## config.mk

```make
export PLATFORM = sky130hd
export DESIGN_NAME = lcd_init_seq
export DESIGN_NICKNAME = d
export VERILOG_FILES = /design/src/rtl/lcd_init_pkg.sv /design/src/rtl/lcd_tick_gen.sv /design/src/rtl/lcd_delay_cnt.sv /design/src/rtl/lcd_init_fsm.sv /design/src/rtl/lcd_init_seq.sv
export SDC_FILE = /design/constraint.sdc
export NUM_CORES = 1
export LEC_CHECK = 0
export CORE_ASPECT_RATIO = 1.2
export CORE_MARGIN = 2
export CORE_UTILIZATION = 60
export CTS_CLUSTER_DIAMETER = 60
export DETAILED_ROUTE_END_ITERATION = 10
export DONT_BUFFER_PORTS = 1
export PLACE_DENSITY_LB_ADDON = 0.15
export SLEW_MARGIN = 15
export SYNTH_ARGS = -nofsm -noshare
export SYNTH_HDL_FRONTEND = slang
export SYNTH_SLANG_ARGS = --single-unit
```

## constraint.sdc

```tcl
create_clock -name clk_i -period 5.62 [get_ports clk_i]
set_input_delay 0.281 -clock clk_i [delete_from_list [all_inputs] [get_ports clk_i]]
set_output_delay 0.281 -clock clk_i [all_outputs]
set_load 0.01 [all_outputs]
```

## src/rtl/lcd_init_pkg.sv

```systemverilog
package lcd_init_pkg;

  typedef enum logic [2:0] {
    ST_IDLE, ST_PWR, ST_SETUP, ST_PULSE, ST_HOLD, ST_WAIT, ST_DONE
  } seq_state_e;

  typedef enum logic [1:0] {GAP_SHORT, GAP_MID, GAP_LONG} gap_e;

  localparam int unsigned N_CMDS = 8;
  localparam int unsigned IDX_W  = $clog2(N_CMDS);

  function automatic logic [7:0] cmd_byte(input logic [IDX_W-1:0] idx);
    logic [7:0] b;
    case (idx)
      3'd0, 3'd1, 3'd2: b = 8'h30;
      3'd3:             b = 8'h38;
      3'd4:             b = 8'h08;
      3'd5:             b = 8'h01;
      3'd6:             b = 8'h06;
      default:          b = 8'h0C;
    endcase
    return b;
  endfunction

  // pause class after each write
  function automatic gap_e cmd_gap(input logic [IDX_W-1:0] idx);
    gap_e g;
    case (idx)
      3'd0, 3'd5: g = GAP_LONG;
      3'd1:       g = GAP_MID;
      default:    g = GAP_SHORT;
    endcase
    return g;
  endfunction

endpackage

```

## src/rtl/lcd_tick_gen.sv

```systemverilog
module lcd_tick_gen #(
  parameter int unsigned PRESCALE_W = 5
) (
  input  logic clk_i,
  input  logic rst_ni,
  output logic tick_o
);
  logic [PRESCALE_W-1:0] pre_q;

  always_ff @(posedge clk_i or negedge rst_ni) begin
    if (!rst_ni) pre_q <= '0;
    else         pre_q <= pre_q + 1'b1;
  end

  assign tick_o = &pre_q;
endmodule

```

## src/rtl/lcd_delay_cnt.sv

```systemverilog
module lcd_delay_cnt #(
  parameter int unsigned DELAY_W = 13
) (
  input  logic               clk_i,
  input  logic               rst_ni,
  input  logic               tick_i,
  input  logic               run_i,
  output logic [DELAY_W-1:0] cnt_o,
  output logic               full_o
);
  logic [DELAY_W-1:0] cnt_q;

  // held at zero outside pauses; wraps from all ones for chained long waits
  always_ff @(posedge clk_i or negedge rst_ni) begin
    if (!rst_ni)      cnt_q <= '0;
    else if (!run_i)  cnt_q <= '0;
    else if (tick_i)  cnt_q <= cnt_q + 1'b1;
  end

  assign cnt_o  = cnt_q;
  assign full_o = &cnt_q;
endmodule

```

## src/rtl/lcd_init_fsm.sv

```systemverilog
module lcd_init_fsm
  import lcd_init_pkg::*;
#(
  parameter int unsigned DELAY_W     = 13,
  parameter int unsigned SHORT_TICKS = 61,
  parameter int unsigned MID_TICKS   = 150,
  parameter int unsigned PWR_LOOPS   = 3
) (
  input  logic               clk_i,
  input  logic               rst_ni,
  input  logic               tick_i,
  input  logic               start_i,
  input  logic [DELAY_W-1:0] cnt_i,
  input  logic               full_i,
  output logic               run_o,
  output logic               en_o,
  output logic [7:0]         data_o,
  output logic               done_o
);
  localparam int unsigned LOOP_W = (PWR_LOOPS > 1) ? $clog2(PWR_LOOPS) : 1;
  localparam logic [LOOP_W-1:0] LOOP_LAST = LOOP_W'(PWR_LOOPS - 1);
  localparam logic [IDX_W-1:0]  IDX_LAST  = IDX_W'(N_CMDS - 1);

  seq_state_e         state_q;
  logic [IDX_W-1:0]   idx_q;
  logic [LOOP_W-1:0]  loop_q;
  logic [7:0]         data_q;
  logic               pend_q;
  logic [DELAY_W-1:0] tgt;

  always_comb begin
    case (cmd_gap(idx_q))
      GAP_LONG: tgt = '1;
      GAP_MID:  tgt = DELAY_W'(MID_TICKS);
      default:  tgt = DELAY_W'(SHORT_TICKS);
    endcase
  end

  always_ff @(posedge clk_i or negedge rst_ni) begin
    if (!rst_ni) begin
      state_q <= ST_IDLE;
      idx_q   <= '0;
      loop_q  <= '0;
      data_q  <= '0;
      pend_q  <= 1'b0;
    end else begin
      // start is only remembered while idle
      if (state_q == ST_IDLE) pend_q <= pend_q | start_i;
      else                    pend_q <= 1'b0;
      if (tick_i) begin
        case (state_q)
          ST_IDLE: if (pend_q) begin
            state_q <= ST_PWR;
            loop_q  <= '0;
          end
          ST_PWR: if (full_i) begin
            if (loop_q == LOOP_LAST) begin
              state_q <= ST_SETUP;
              idx_q   <= '0;
              data_q  <= cmd_byte('0);
            end else begin
              loop_q <= loop_q + 1'b1;
            end
          end
          ST_SETUP: state_q <= ST_PULSE;
          ST_PULSE: state_q <= ST_HOLD;
          ST_HOLD:  state_q <= ST_WAIT;
          ST_WAIT: if (cnt_i == tgt) begin
            if (idx_q == IDX_LAST) begin
              state_q <= ST_DONE;
            end else begin
              idx_q   <= idx_q + 1'b1;
              data_q  <= cmd_byte(idx_q + 1'b1);
              state_q <= ST_SETUP;
            end
          end
          ST_DONE: state_q <= ST_DONE;
          default: state_q <= ST_IDLE;
        endcase
      end
    end
  end

  assign run_o  = (state_q == ST_PWR) || (state_q == ST_WAIT);
  assign en_o   = (state_q == ST_PULSE);
  assign data_o = data_q;
  assign done_o = (state_q == ST_DONE);
endmodule

```

## src/rtl/lcd_init_seq.sv

```systemverilog
module lcd_init_seq #(
  parameter int unsigned PRESCALE_W  = 5,
  parameter int unsigned DELAY_W     = 13,
  parameter int unsigned SHORT_TICKS = 61,
  parameter int unsigned MID_TICKS   = 150,
  parameter int unsigned PWR_LOOPS   = 3
) (
  input  logic       clk_i,
  input  logic       rst_ni,
  input  logic       start_i,
  output logic       rs_o,
  output logic       rw_o,
  output logic       en_o,
  output logic [7:0] data_o,
  output logic       done_o
);
  logic               tick;
  logic               run;
  logic               full;
  logic [DELAY_W-1:0] cnt;

  lcd_tick_gen #(.PRESCALE_W(PRESCALE_W)) u_tick (
    .clk_i (clk_i),
    .rst_ni(rst_ni),
    .tick_o(tick)
  );

  lcd_delay_cnt #(.DELAY_W(DELAY_W)) u_dly (
    .clk_i (clk_i),
    .rst_ni(rst_ni),
    .tick_i(tick),
    .run_i (run),
    .cnt_o (cnt),
    .full_o(full)
  );

  lcd_init_fsm #(
    .DELAY_W    (DELAY_W),
    .SHORT_TICKS(SHORT_TICKS),
    .MID_TICKS  (MID_TICKS),
    .PWR_LOOPS  (PWR_LOOPS)
  ) u_fsm (
    .clk_i  (clk_i),
    .rst_ni (rst_ni),
    .tick_i (tick),
    .start_i(start_i),
    .cnt_i  (cnt),
    .full_i (full),
    .run_o  (run),
    .en_o   (en_o),
    .data_o (data_o),
    .done_o (done_o)
  );

  // command writes only
  assign rs_o = 1'b0;
  assign rw_o = 1'b0;
endmodule

```

==> qor.txt <==
Status - finished clean
Register area share after synthesis - 42.55%
Startpoint Class - register
RSZ-0062 raised after global routing - no
CTS max path bufs - 2
Worst Tran Pin Value - 0.6636 ns
Peak supply drop - 0.0001702 V
Routed WL - 3541 um
Crit end category - register
Setup TNS - 0 ns
Maximum clock rate - 337.5 MHz
Xor/xnor cell area share of the yosys netlist - 6.981%
Pleak - 0.9205 nW
Hold path depth - 2
CTS tree - built
Hold Buf Count CTS - 2
# clock sinks - 32
CP arrival - 3.18 ns
Vias in the first global route - 1386
Clock Tree Root - clkbuf_4
Synth Instances - 191
CP required - 5.84 ns
Cell variety after synth - 36
Core area - 0.003028 mm^2
Slew margin rel. - 55.76%
Commonest cells post-synth - 32 x dfrtp_1, 18 x nor2_1, 14 x ha_1, 13 x inv_1
Post-CTS Repair Setup Buffers - 0
DRT iter0 DRCs - 36
Clock-pin slew on the worst setup and hold paths - 0.10 ns
Maximum Capacitance Violations - 0
Setup Skew - 0.008590 ns
Minimum clock period - 2.963 ns
Ys Warns - 0
Clk Latency, worst-skew pair - 0.33 ns
Hold WC Path Type - in2reg
Ys flop type - dfrtp_1
Wirelength per Cell - 15.53 um
Initial antenna violation count - 0
Die Span X - 55.13 um
Post-Syn Area - 0.001882 mm^2
Count leader, synth - dfrtp_1
Post-CTS sizing - 0
R2r worst-path depth - 10
Synth top area share - 42.55%
Adder-Cell Fraction of Synth Area - 9.309%
Post-DRT Antenna Nets - 0
Total number of vias - 1345
Via density - 5.899
Final setup vio count - 0
Ranking of synthesized cells by area - dfrtp_1 43%, ha_1 9.3%, mux2_2 4.8%
Synth Area in Simple Gates - 19.28%
Crit share post-route - 52.72%
# IOs - 15
Number of synthesized flops with an enable pin - 0
Syn avg cell area - 9.852 um^2
Cell taking the most area after synthesis - dfrtp_1
Power per cell area - 183.1 mW/mm^2
Rows - 22
Setup WS pre-CTS - 2.655 ns
Hold Slack - 0.1387 ns
Multiplexer share of the synthesized area - 7.447%
Async SR Flop Fraction - 100.0%
Die Area - 0.003602 mm^2
Global route overflow - 0
Dpl hpwl - 2551 um
Gr usage total - 23.64%
First-pass GRT wire length - 6023 um
Largest net degree at the start of global routing - 33
Routability congestion estimate - 0.7746
Critical path fanouts, max - 8
ANT cells - 0
Largest family of logic cells by synthesized area - simple AND/OR/NAND/NOR gates
CTS H-tree lvls - 2
Quantity of I/O buffers inserted on ports - 0
Crit Path Class - reg2reg
Compound-Gate Fraction of Synth Area - 8.444%
Layout cells sized above 1 - 10.94%
Die H - 65.35 um
Flops & latches, synth - 32
Endpoints failing hold - 0
Fin util - 64.55%
DR DRC count - 0
Initial core utilization - 62.15%
Slew Limit Fails - 0
Final worst setup slack - 2.657 ns
TritonRoute pass-1 iters - 4
Fin nets - 209
Cts bufs inserted - 5
Area grow syn2layout - 3.856%
worst paths after layout:
check | startpoint | endpoint | slack (ns)
max reg2reg | u_fsm.idx_q[0] | u_fsm.data_o[4] | 2.66
max | u_fsm.idx_q[0] | u_fsm.data_o[4] | 2.66
min in group asynchronous | rst_ni | u_tick.pre_q[4] | 0.42
max in group asynchronous | rst_ni | u_fsm.idx_q[2] | 5.01
min | start_i | u_fsm.pend_q | 0.14
min reg2reg | u_tick.pre_q[0] | u_tick.pre_q[0] | 0.47
cells by family after synthesis:
| logic type | count (synthesis) |
|---|---|
| XOR/XNOR | 15 |
| AND/OR/NAND/NOR | 69 |
| multiplexers | 13 |
| buffers and inverters | 24 |
| adder cells (fa/ha/maj) | 14 |
| AO/OA/AOI/OAI | 23 |
| flip-flops | 32 |
| other | 1 |
worst max-delay path: stages, from the launching register on:
cell and delay [ns]:
dfrtp_1 0.44, inv_1 0.12, ha_1 0.21, mux2i_1 0.18, inv_1 0.07, ha_1 0.28
or3b_2 0.43, a22oi_1 0.19, nand4_2 0.20, a21oi_4 0.36, mux2_2 0.38
report_power, final:
part	leakage, nW	internal (W)	switching, W
clock network	0.0281	0.0000460	0.0000738
logic	0.460	0.00000197	0.00000604
registers	0.433	0.000230	0.0000000000000108
total	0.920	0.000278	0.0000798
per-layer routing:
| metal | global-route usage [%] | vias up | share of wire, % |
|---|---|---|---|
| li1 | - | 651 | - |
| met3 | 7.045 | 6 | 3.4 |
| met1 | 26.04 | 671 | 41 |
| met4 | 8.537 | 0 | 1.7 |
| met2 | 41.37 | 17 | 54 |
| met5 | 0 | - | 0 |
cell usage in the layout, fill, tap and decap left out, types with 6 or more instances in the layout:
| cell type | count |
|---|---|
| ha_1 | 14 |
| xnor2_1 | 7 |
| inv_1 | 13 |
| o21ai_0 | 6 |
| nor2_1 | 18 |
| mux2_2 | 8 |
| and3_1 | 6 |
| nand2_1 | 9 |
| a21oi_1 | 7 |
| nand3_1 | 9 |
| xor2_1 | 8 |
| dfrtp_1 | 32 |
layout make-up:
type | count | area, um^2
Tap cell | 36 | 45.04
Inverter | 13 | 48.80
Timing Repair Buffer | 2 | 30.03
Clock buffer | 6 | 41.29
Fill cell | 260 | 1074
Clock inverter | 1 | 5.005
Multi-Input combinational cell | 138 | 983.4
Sequential cell | 32 | 800.8
registers in the layout (all words and copies together), names as in the netlist:
signal / count
u_fsm.pend_q: 1
u_dly.cnt_o: 13
u_fsm.loop_q: 2
u_fsm.state_q: 3
u_fsm.data_o: 5
u_fsm.idx_q: 3
u_tick.pre_q: 5
stage by stage:
step / cells / total power, W / cell area [um^2]
3_3_place_gp: 219 / 0.0002360 / 1878
6_report: 228 / 0.0003578 / 1954
3_5_place_dp: 219 / 0.0002360 / 1878
4_1_cts: 228 / 0.0003637 / 1954
2_1_floorplan: 194 / 0.0002381 / 1893
5_1_grt: 228 / 0.0003755 / 1954
Note: power is estimated with default switching activity, not from simulation.
